File: src/rtl/fsr_pkg.sv
package fsr_pkg;
   localparam int FLT_N    = 4;
   localparam int MODE_W   = 2;
   localparam int DATA_W   = 8;
   localparam int FLT_LSB  = DATA_W - FLT_N;
   localparam int RSVD_W   = FLT_LSB - MODE_W;

   typedef enum logic [MODE_W-1:0] {
      MODE_BOOST     = 2'b00,
      MODE_BUCK      = 2'b01,
      MODE_BUCKBOOST = 2'b10,
      MODE_RSVD      = 2'b11
   } op_mode_e;
endpackage

File: src/rtl/fsr_sync.sv
module fsr_sync #(
   parameter int WIDTH  = 4,
   parameter int STAGES = 2
) (
   input  logic             clk,
   input  logic             rst_n,
   input  logic [WIDTH-1:0] async_i,
   output logic [WIDTH-1:0] sync_o
);
   if (STAGES < 2) begin : g_bad_stages
      $error("fsr_sync: STAGES must be at least 2");
   end

   logic [WIDTH-1:0] stg_q [STAGES];

   for (genvar s = 0; s < STAGES; s++) begin : g_stage
      always_ff @(posedge clk or negedge rst_n) begin
         if (!rst_n)      stg_q[s] <= '0;
         else if (s == 0) stg_q[s] <= async_i;
         else             stg_q[s] <= stg_q[(s == 0) ? 0 : s-1];
      end
   end

   assign sync_o = stg_q[STAGES-1];
endmodule

File: src/rtl/fsr_sticky.sv
module fsr_sticky #(
   parameter int WIDTH = 4
) (
   input  logic             clk,
   input  logic             rst_n,
   input  logic [WIDTH-1:0] set_i,
   input  logic             clr_i,
   output logic [WIDTH-1:0] bits_o
);
   if (WIDTH < 1) begin : g_bad_width
      $error("fsr_sticky: WIDTH must be positive");
   end

   for (genvar b = 0; b < WIDTH; b++) begin : g_bit
      always_ff @(posedge clk or negedge rst_n) begin
         if (!rst_n)        bits_o[b] <= 1'b0;
         else if (set_i[b]) bits_o[b] <= 1'b1;   // set beats clear
         else if (clr_i)    bits_o[b] <= 1'b0;
      end
   end
endmodule

File: src/rtl/fsr_compose.sv
module fsr_compose
   import fsr_pkg::*;
(
   input  logic [FLT_N-1:0]  sticky_i,
   input  logic [MODE_W-1:0] mode_i,
   input  logic [DATA_W-1:0] mask_i,
   input  logic              rd_hit_i,
   output logic [DATA_W-1:0] rd_data_o,
   output logic              irq_n_o
);
   logic [DATA_W-1:0] image;
   logic [FLT_N-1:0]  armed;

   always_comb begin
      image                           = '0;
      image[DATA_W-1:FLT_LSB]         = sticky_i;
      image[FLT_LSB-1:MODE_W]         = '0;
      image[MODE_W-1:0]               = mode_i;
   end

   assign armed     = sticky_i & mask_i[DATA_W-1:FLT_LSB];
   assign irq_n_o   = ~(|armed);
   assign rd_data_o = rd_hit_i ? image : '0;
endmodule

File: src/rtl/fault_status_reg.sv
module fault_status_reg
   import fsr_pkg::*;
#(
   parameter int                 ADDR_W      = 8,
   parameter logic [ADDR_W-1:0]  STATUS_ADDR = 8'h07,
   parameter int                 SYNC_STAGES = 2,
   parameter logic [MODE_W-1:0]  MODE_RESET  = MODE_BUCK
) (
   input  logic              clk,
   input  logic              rst_n,
   input  logic              flt_short_i,
   input  logic              flt_ocur_i,
   input  logic              flt_ovolt_i,
   input  logic              flt_therm_i,
   input  logic [MODE_W-1:0] mode_i,
   input  logic [DATA_W-1:0] mask_i,
   input  logic              rd_en_i,
   input  logic [ADDR_W-1:0] rd_addr_i,
   output logic [DATA_W-1:0] rd_data_o,
   output logic              irq_n_o
);
   if (ADDR_W < 1) begin : g_bad_addr
      $error("fault_status_reg: ADDR_W must be positive");
   end
   if (RSVD_W < 0) begin : g_bad_layout
      $error("fault_status_reg: fault and mode fields overlap");
   end

   logic [FLT_N-1:0]  raw_flt;
   logic [FLT_N-1:0]  sync_flt;
   logic [FLT_N-1:0]  sticky_q;
   logic [MODE_W-1:0] mode_q;
   logic              rd_hit;

   // index 3..0 maps onto data bits 7..4
   assign raw_flt = {flt_short_i, flt_ocur_i, flt_ovolt_i, flt_therm_i};
   assign rd_hit  = rd_en_i && (rd_addr_i == STATUS_ADDR);

   fsr_sync #(.WIDTH(FLT_N), .STAGES(SYNC_STAGES)) u_sync (
      .clk     (clk),
      .rst_n   (rst_n),
      .async_i (raw_flt),
      .sync_o  (sync_flt)
   );

   fsr_sticky #(.WIDTH(FLT_N)) u_sticky (
      .clk    (clk),
      .rst_n  (rst_n),
      .set_i  (sync_flt),
      .clr_i  (rd_hit),
      .bits_o (sticky_q)
   );

   always_ff @(posedge clk or negedge rst_n) begin
      if (!rst_n) mode_q <= MODE_RESET;
      else        mode_q <= mode_i;
   end

   fsr_compose u_compose (
      .sticky_i  (sticky_q),
      .mode_i    (mode_q),
      .mask_i    (mask_i),
      .rd_hit_i  (rd_hit),
      .rd_data_o (rd_data_o),
      .irq_n_o   (irq_n_o)
   );
endmodule

File: config.mk
export PLATFORM = sky130hd
export DESIGN_NAME = fault_status_reg
export DESIGN_NICKNAME = d
export VERILOG_FILES = /design/src/rtl/fsr_pkg.sv /design/src/rtl/fsr_sync.sv /design/src/rtl/fsr_sticky.sv /design/src/rtl/fsr_compose.sv /design/src/rtl/fault_status_reg.sv
export SDC_FILE = /design/constraint.sdc
export NUM_CORES = 1
export LEC_CHECK = 0
export ABC_CLOCK_PERIOD_IN_PS = 1000
export CORE_MARGIN = 5
export CORE_UTILIZATION = 33
export CTS_CLUSTER_DIAMETER = 40
export DETAILED_ROUTE_END_ITERATION = 6
export PLACE_DENSITY = 0.73
export SYNTH_ARGS = -nofsm -noshare
export SYNTH_HDL_FRONTEND = slang
export SYNTH_SLANG_ARGS = --single-unit
File: constraint.sdc
create_clock -name clk -period 1 [get_ports clk]
set_input_delay 0.2 -clock clk [delete_from_list [all_inputs] [get_ports clk]]
set_output_delay 0.2 -clock clk [all_outputs]
set_load 0.05 [all_outputs]
Word level (Yosys, flattened, before mapping). Cells that the tools add are included.

Equal/unequal tests: 1. Multiplexer cells: 6. Bitwise gates (word level): 2. Reduce and logical (&&, ||, !) cells: 6.

Operators by type and width (number): equality test 8 x 3 -> 1 bit, second input constant (1); 2-to-1 mux 8 bit (1); nonzero test 2 bit (4); 2-to-1 mux 1 bit (5); AND 4 bit (1); OR reduction 4 bit (1); logical AND 1 bit (1); inverter 1 bit (1).

Register bits after elaboration: 14. Input bits: 25. Logic and storage cells: 22.

Depth between registers and ports, before layout. Gate-level depths: netlist of the first run.

Word-level depth: 4. Mapped depth: 3.

By module. From an unflattened synthesis of the first run, not the netlist that was laid out.

Cell total of the unflattened synthesis: 37. Area, all modules: 521.8 µm².

By module, submodules not included: fsr_sync (times used 1, cells an instance 12, area an instance 230.2 µm², sequential area each 200.2 µm²); fsr_sticky (times used 1, cells an instance 9, area an instance 133.9 µm², sequential area each 100.1 µm²); fsr_compose (times used 1, cells an instance 11, area an instance 80.1 µm², sequential area each 0.0 µm²); fault_status_reg (times used 1, cells an instance 5, area an instance 77.6 µm², sequential area each 51.3 µm²).

Worst setup path before layout of the first run. Ideal clock, no wire load.

Path type: register -> output. Start point: register u_sticky.bits_o[0]. End point: output port irq_n_o. Arrival: 1.760 ns. Data required time: 0.800 ns. Path slack: -0.960 ns. Stages on the path, launching flop included: 3. Buffers on the path: 0. Path through: dfrtp_1 a22o_1 a221oi_1.

Word-level cells in the longest chain between the ends: 3.

Ends and longest elaborated chain: from (decl) (line fsr_sticky.sv:8) `output logic [WIDTH-1:0] bits_o`; from (signal, indexed assignment) (line fsr_sticky.sv:16) `if (!rst_n) bits_o[b] <= 1'b0;`; from (signal, indexed assignment) (line fsr_sticky.sv:17) `else if (set_i[b]) bits_o[b] <= 1'b1;`; from (signal, indexed assignment) (line fsr_sticky.sv:18) `else if (clr_i) bits_o[b] <= 1'b0;`; AND 4 bit (line fsr_compose.sv:21) `assign armed = sticky_i & mask_i[DATA_W-1:FLT_LSB];`; OR reduction 4 bit (line fsr_compose.sv:22) `assign irq_n_o = ~(|armed);`; inverter 1 bit (line fsr_compose.sv:22); to (decl) (line fault_status_reg.sv:20) `output logic irq_n_o`.

Every way passes these cells.

Final worst setup path of the first run.
Start point: input port rd_addr_i[7]. End point: output port rd_data_o[4].

Word-level cells in the longest chain between the ends: 3.

Ends and longest elaborated chain: from (decl) (line fault_status_reg.sv:18) `input logic [ADDR_W-1:0] rd_addr_i,`; equality test 8 x 3 -> 1 bit (line fault_status_reg.sv:37) `assign rd_hit = rd_en_i && (rd_addr_i == STATUS_ADDR);`; logical AND 1 bit (line fault_status_reg.sv:37); 2-to-1 mux 8 bit (line fsr_compose.sv:23) `assign rd_data_o = rd_hit_i ? image : '0;`; to (decl) (line fault_status_reg.sv:19) `output logic [DATA_W-1:0] rd_data_o,`.

Every way passes these cells.

==> results of run 1 <==
[final cells by class]
| type | instances | area, sq um | area share |
|---|---|---|---|
| Multi-Input combinational cell | 27 | 353 | 0.281 |
| Clock buffer | 4 | 26.3 | 0.0210 |
| Inverter | 6 | 22.5 | 0.0180 |
| Sequential cell | 14 | 354 | 0.282 |
| Timing Repair Buffer | 42 | 467 | 0.372 |
| Tap cell | 25 | 31.3 | 0.0250 |
[per-layer routing]
layer	GRT usage	share of wire
met3	0.0366	0.091
met5	0	0
met1	0.139	0.36
met2	0.267	0.55
met4	0.0638	0
[Yosys cell counts]
library cell,count
conb_1,1
inv_1,6
a22o_1,1
buf_4,2
and2_1,1
nor4_2,6
nand2b_1,1
a31oi_1,4
nor4b_2,1
or3b_1,1
dfstp_2,1
nor2_1,4
nor4b_1,4
nand4bb_1,1
a221oi_1,1
buf_6,1
dfrtp_1,13
[final timing paths]
path | from | end | slack (ns) | depth (start not counted)
worst max-delay path | rd_addr_i[7] | rd_data_o[4] | -0.60 | 5
worst min-delay path | rst_n | u_sticky.bits_o[0] | 0.29 | 2
worst max register to register | u_sync.sync_o[0] | u_sticky.bits_o[0] | 0.10 | 2
worst min register to register | u_sync.stg_q[7] | u_sync.sync_o[3] | 0.35 | 0
max in group asynchronous | rst_n | u_sticky.bits_o[3] | 0.58 | 2
min in group clk | mode_i[0] | mode_q[0] | 0.35 | 1
[repair_timing]
action | CTS | global route
setup endpoints to repair | 11 | 11
pin swaps | 8 | 8
buffers inserted | 3 | 2
resized for setup | 24 | 15
[where the power goes]
part           internal (uW)  switching [uW]  leakage (uW)
sequential               588            9.99      0.000150
clock                    154             163     0.0000150
combinational            129             111      0.000349
total                    871             283      0.000514
[kinds of logic (layout without fill, tap and decap cells)]
family,count (synthesis),count (layout),share of synthesized area
AOI/OAI and AO/OA,6,6,0.0687
other,1,2,0.00605
and+or+nand+nor,19,19,0.279
buffers and inverters,9,52,0.0788
DFF,14,14,0.568
[flip-flops by register name (all words and copies together) (netlist names)]
name,cells
u_sticky.bits_o,4
u_sync.stg_q,4
u_sync.sync_o,4
mode_q,2
[stage by stage]
step | utilization | setup WS (ns) | cell area (sq um)
floorplan | - | -0.472 | 712
global placement | 0.646 | -0.807 | 1140
detailed placement | 0.646 | -0.816 | 1140
CTS | 0.691 | -0.646 | 1220
global route | 0.711 | -0.612 | 1250
finish | 0.711 | -0.596 | 1250
==> results_dict.tcl, run 1 <==
set metrics [dict create \
    ir_worst_vdd_mv 0.855 \
    port_buffers 27 \
    hold_viol 0 \
    setup_viol 7 \
    gp_congestion 0.710 \
    clk_pin_slew_ns 0.08 \
    period_minus_slack_ns 1.60 \
    rows 15 \
    core-area_sq_um 1760 \
    syn_inst 49 \
    fillers 124 \
    drive_above_1_share 0.548 \
    path_buf_inv 3 \
    rsz0062_at_grt "yes" \
    drtIter0Drc 2 \
    hp-class "in -> async" \
    fin_skew_ns 0.00592 \
    worstSetupPathType "in -> out" \
    grt_max_degree 9 \
    p_total_uw 1150 \
    cts_tree "done" \
    grt_pass1_vias 611 \
    die_x_microns 53.3 \
    clockBufferDepth 2 \
    avgViaCountPerCell 4.69 \
    antenna_left 0 \
    leakage_uw 0.000514 \
    grt_pass1_wl_mm 2.79 \
    num_antenna_cells 0 \
    layout_common_cells "12 x buf_4, 11 x clkdlybuf4s50_1, 11 x dfrtp_1" \
    num_vias 554 \
    dp_hpwl_mm 1.38 \
    antenna_found_initial 0 \
    final_max_slew_viol_count 0 \
    cts_buffers 3 \
    maxCapViolCount 0 \
    nets 119 \
    path_cells "buf_6, or3b_4, buf_12, nor4_4, buf_12" \
    timing.hold.ws_ns 0.288 \
    cts-root-buf "clkbuf_4" \
    ios 34 \
    wl_per_cell_microns 14.9 \
    fmax_mhz 626 \
    setup_tns_ns -3.53 \
    endpoint_kind "output pin" \
    grt_use_total 0.141 \
    clock-sinks 14 \
    violations "setup timing" \
    initial_utilization 0.351 \
    status "complete, but fails checks" \
    grt_overflow 0 \
    yosys-top-cells-area "dfrtp_1 53%, nor4_2 12%, nor4b_1 5.7%, dfstp_2 4.2%, a31oi_1 4.0%" \
    final.period_utilization 1.60 \
    slowest_stage "or3b_4" \
    postCtsHoldBufs 0 \
    dieArea_sq_um 2840 \
    crit_arrival_ns 1.40 \
    slowest_delay_ns 0.43 \
    start_kind "input pin" \
    fin_ws_ns -0.596 \
    dr.pass1.iters 4 \
    wl_mm 1.76 \
    cts_max_level 1 \
    synth_top_area_frac 0.525 \
    final_common_cell "buf_4" \
    yosys.area.top_type "dfrtp_1" \
    placed_cells 110 \
    clk_latency_ns 0.27 \
    yosys_warnings 0 \
    required_ns 0.80 \
    crit_family "simple AND/OR/NAND/NOR gates" \
    drc 0 \
    instances_no_fill 118 \
    die_height_microns 53.3 \
    syn_area_sq_um 619 \
    ys_seq_area_frac 0.568 \
    powerDensity_nw_per_um2 921 \
    ys_ff_latch 14 \
    synth_cell_type_count 17 \
    syn_area_per_cell_sq_um 12.6 \
    area_delta_synth_final_pct 102 \
    cp_max_fo 3 \
    cp_common_cell "buf_12" \
]
Note: power is estimated with default switching activity, not from simulation.
==> run 2: changes to the inputs <==
--- a/config.mk
+++ b/config.mk
@@ -6,6 +6,7 @@
 export NUM_CORES = 1
 export LEC_CHECK = 0
 export ABC_CLOCK_PERIOD_IN_PS = 1000
+export CAP_MARGIN = 10
 export CORE_MARGIN = 5
 export CORE_UTILIZATION = 33
 export CTS_CLUSTER_DIAMETER = 40
==> results of run 2 <==
Same layout as run 1: the final DEF is identical, and so are final timing and power.
==> run 3: changes to the inputs <==
--- a/config.mk
+++ b/config.mk
@@ -8,10 +8,12 @@
 export ABC_CLOCK_PERIOD_IN_PS = 1000
 export CAP_MARGIN = 10
 export CORE_MARGIN = 5
-export CORE_UTILIZATION = 33
+export CORE_UTILIZATION = 30
 export CTS_CLUSTER_DIAMETER = 40
 export DETAILED_ROUTE_END_ITERATION = 6
-export PLACE_DENSITY = 0.73
+export GPL_ROUTABILITY_DRIVEN = 0
+export PLACE_DENSITY = 0.71
 export SYNTH_ARGS = -nofsm -noshare
 export SYNTH_HDL_FRONTEND = slang
+export SYNTH_HIERARCHICAL = 1
 export SYNTH_SLANG_ARGS = --single-unit
==> run 3 against run 2 <==
Effect of this change:
- the run still ends with setup timing left
- core utilization shrank 14 points
- sequential cell count is the same
- via count shrank 29%
- design area shrank 23%
- maximum frequency grew 7.0%
- count of clock-buffer cells in the layout is the same
- die area shrank 6.0%
- sequential share of layout area grew 8.1 points
- clock skew shrank 0.0052 ns
- largest cell class unchanged
- largest power group unchanged
==> results_dict.tcl, run 3 <==
set metrics [dict create \
    status "complete, but fails checks" \
    violations "setup timing" \
    maxCapViolCount 0 \
    cts_max_level 1 \
    postCtsHoldBufs 0 \
    yosys.area_share.simple 0.122 \
    synth_fa_ha_area_frac 0 \
    rsz0062_at_grt "yes" \
    drive_above_1_share 0.507 \
    top_layer "met4" \
    avgViaCountPerCell 4.47 \
    required_ns 0.80 \
    synth_compound_area_frac 0.103 \
    worstSetupPathType "reg -> out" \
    combPwrFrac 0.115 \
    antenna_left 0 \
    antenna_found_initial 0 \
    post-place-ws_ns -0.654 \
    yosys-top-cells-count "13 x dfrtp_1, 6 x and2_1, 6 x buf_4" \
    met3WireLength_microns 132 \
    yosys-top-cells-area "dfrtp_1 62%, buf_4 8.6%, and2_1 7.2%, a21o_1 5.8%, dfstp_2 5.0%" \
    dr.pass1.iters 2 \
    synth_async_sr_flop_share 1.00 \
    wl_mm 1.07 \
    num_vias 393 \
    final_max_slew_viol_count 0 \
    timing.hold.ws_ns 0.244 \
    hp-class "in -> async" \
    final_common_cell "dfrtp_1" \
    die_height_microns 51.7 \
    synth-xor-area-share 0 \
    final.period_utilization 1.49 \
    synth_top_area_frac 0.624 \
    p_sw_frac 0.198 \
    leakage_uw 0.000417 \
    wl_met1_microns 378 \
    path_cells "a22o_1, a221oi_4, buf_12" \
    layout_common_cells "13 x dfrtp_1, 11 x clkdlybuf4s50_1, 8 x buf_12" \
    die_x_microns 51.7 \
    clock-sinks 14 \
    ir_worst_vdd_mv 0.797 \
    powerDensity_nw_per_um2 1140 \
    area_delta_synth_final_pct 85.4 \
    syn_area_per_cell_sq_um 14.1 \
    finish.utilization 0.573 \
    pwr-share-clk 0.348 \
    cts-root-buf "clkbuf_4" \
    cts_buffers 3 \
    synth_top_flop_cell "dfrtp_1" \
    crit_arrival_ns 1.29 \
    dieArea_sq_um 2670 \
    grt_overflow 0 \
    slowest_stage "dfrtp_1" \
    start_kind "flop" \
    wl_met2_microns 543 \
    dp_hpwl_microns 906 \
    initial_utilization 0.309 \
    hold_viol 0 \
    port_buffers 27 \
    clockBufferDepth 2 \
    synth_cell_type_count 12 \
    cts_tree "done" \
    p_int_uw 885 \
    yosys_warnings 6 \
    syn_area_sq_um 522 \
    num_antenna_cells 0 \
    instances_no_fill 88 \
    fmax_mhz 670 \
    nets 97 \
    synth.area.mux_share 0 \
    fin_skew_ns 0.000746 \
    fin_ws_ns -0.492 \
    grt_pass1_vias 392 \
    ys_seq_area_frac 0.674 \
    core-area_sq_um 1690 \
    cp_max_fo 2 \
    setup_viol 7 \
    yosys.area.top_type "dfrtp_1" \
    clk_pin_slew_ns 0.07 \
    period_minus_slack_ns 1.49 \
    setup_tns_ns -2.35 \
    ios 34 \
    p_sw_uw 218 \
    syn_inst 37 \
    grt_pass1_wl_mm 1.69 \
    synth_top_family_by_area "simple AND/OR/NAND/NOR gates" \
    grt_use_total 0.0900 \
    ys_ff_latch 14 \
    placed_cells 82 \
    synth_edf_count 0 \
    yosysMostFrequentCell "dfrtp_1" \
    wl_per_cell_microns 12.1 \
    endpoint_kind "output pin" \
    drtIter0Drc 1 \
    rows 15 \
    drc 0 \
    slowest_delay_ns 0.38 \
    grt_max_degree 15 \
    clk_latency_ns 0.27 \
    p_seq_frac 0.538 \
]
## run 3: area by class of cell
cell class | count | area [sq um]
inverters | 1 | 3.75
fillers | 146 | 722
flip-flops and latches | 14 | 352
well taps | 17 | 21.3
clock buffers | 4 | 36.3
multi-input cells | 17 | 160
repair buffers | 35 | 394
## run 3: path summary, 6_finish.rpt
path / from / to / slack [ns] / cells past startpoint
max in group asynchronous: rst_n / mode_q[0] / 0.56 / 2
min reg2reg: u_sync/stg_q[6] / u_sync/sync_o[2] / 0.35 / 0
min in group clk: mode_i[0] / mode_q[0] / 0.33 / 1
min: rst_n / u_sync/stg_q[7] / 0.24 / 2
max reg2reg: u_sticky/bits_o[3] / u_sticky/bits_o[3] / 0.05 / 3
max: u_sticky/bits_o[0] / irq_n_o / -0.49 / 3
## run 3: metrics by stage
| step | power [uW] | cell area [sq um] |
|---|---|---|
| 2_1_floorplan | 651 | 551 |
| 3_3_place_gp | 739 | 925 |
| 3_5_place_dp | 744 | 925 |
| 4_1_cts | 1130 | 960 |
| 5_1_grt | 1170 | 967 |
| 6_report | 1100 | 967 |
## run 3: power by group through the flow
stage               logic (uW)  registers, uW  clock network (uW)
global placement           136            603                   0
finish                     126            593                 383
global route               135            595                 437
floorplan                 48.2            603                   0
detailed placement         139            605                   0
CTS                        128            594                 406
## run 3: cells by family (layout without fill, tap and decap cells)
family,after synthesis,count (layout)
buf+inv,7,40
other cells,1,2
compound gates,6,6
simple gates,9,9
flops,14,14
## run 3: repair_timing
item | 4_1_cts | 5_1_grt
gates resized for setup | 28 | 0
setup buffers | 1 | 1
pin swaps | 5 | 2
gates cloned | 0 | 0
setup endpoints to repair | 11 | 8
## run 3: worst max-delay path, delay by kind of cell (launching register included)
| kind | cells | cell delay (ns) |
|---|---|---|
| flops | 1 | 0.38 |
| compound gates | 2 | 0.47 |
| buf+inv | 1 | 0.17 |
## run 3: metal layers
layer / vias up / GRT usage
met5: - / 0
met3: 2 / 0.0401
met4: 0 / 0.0786
li1: 186 / -
met2: 25 / 0.153
met1: 180 / 0.0796
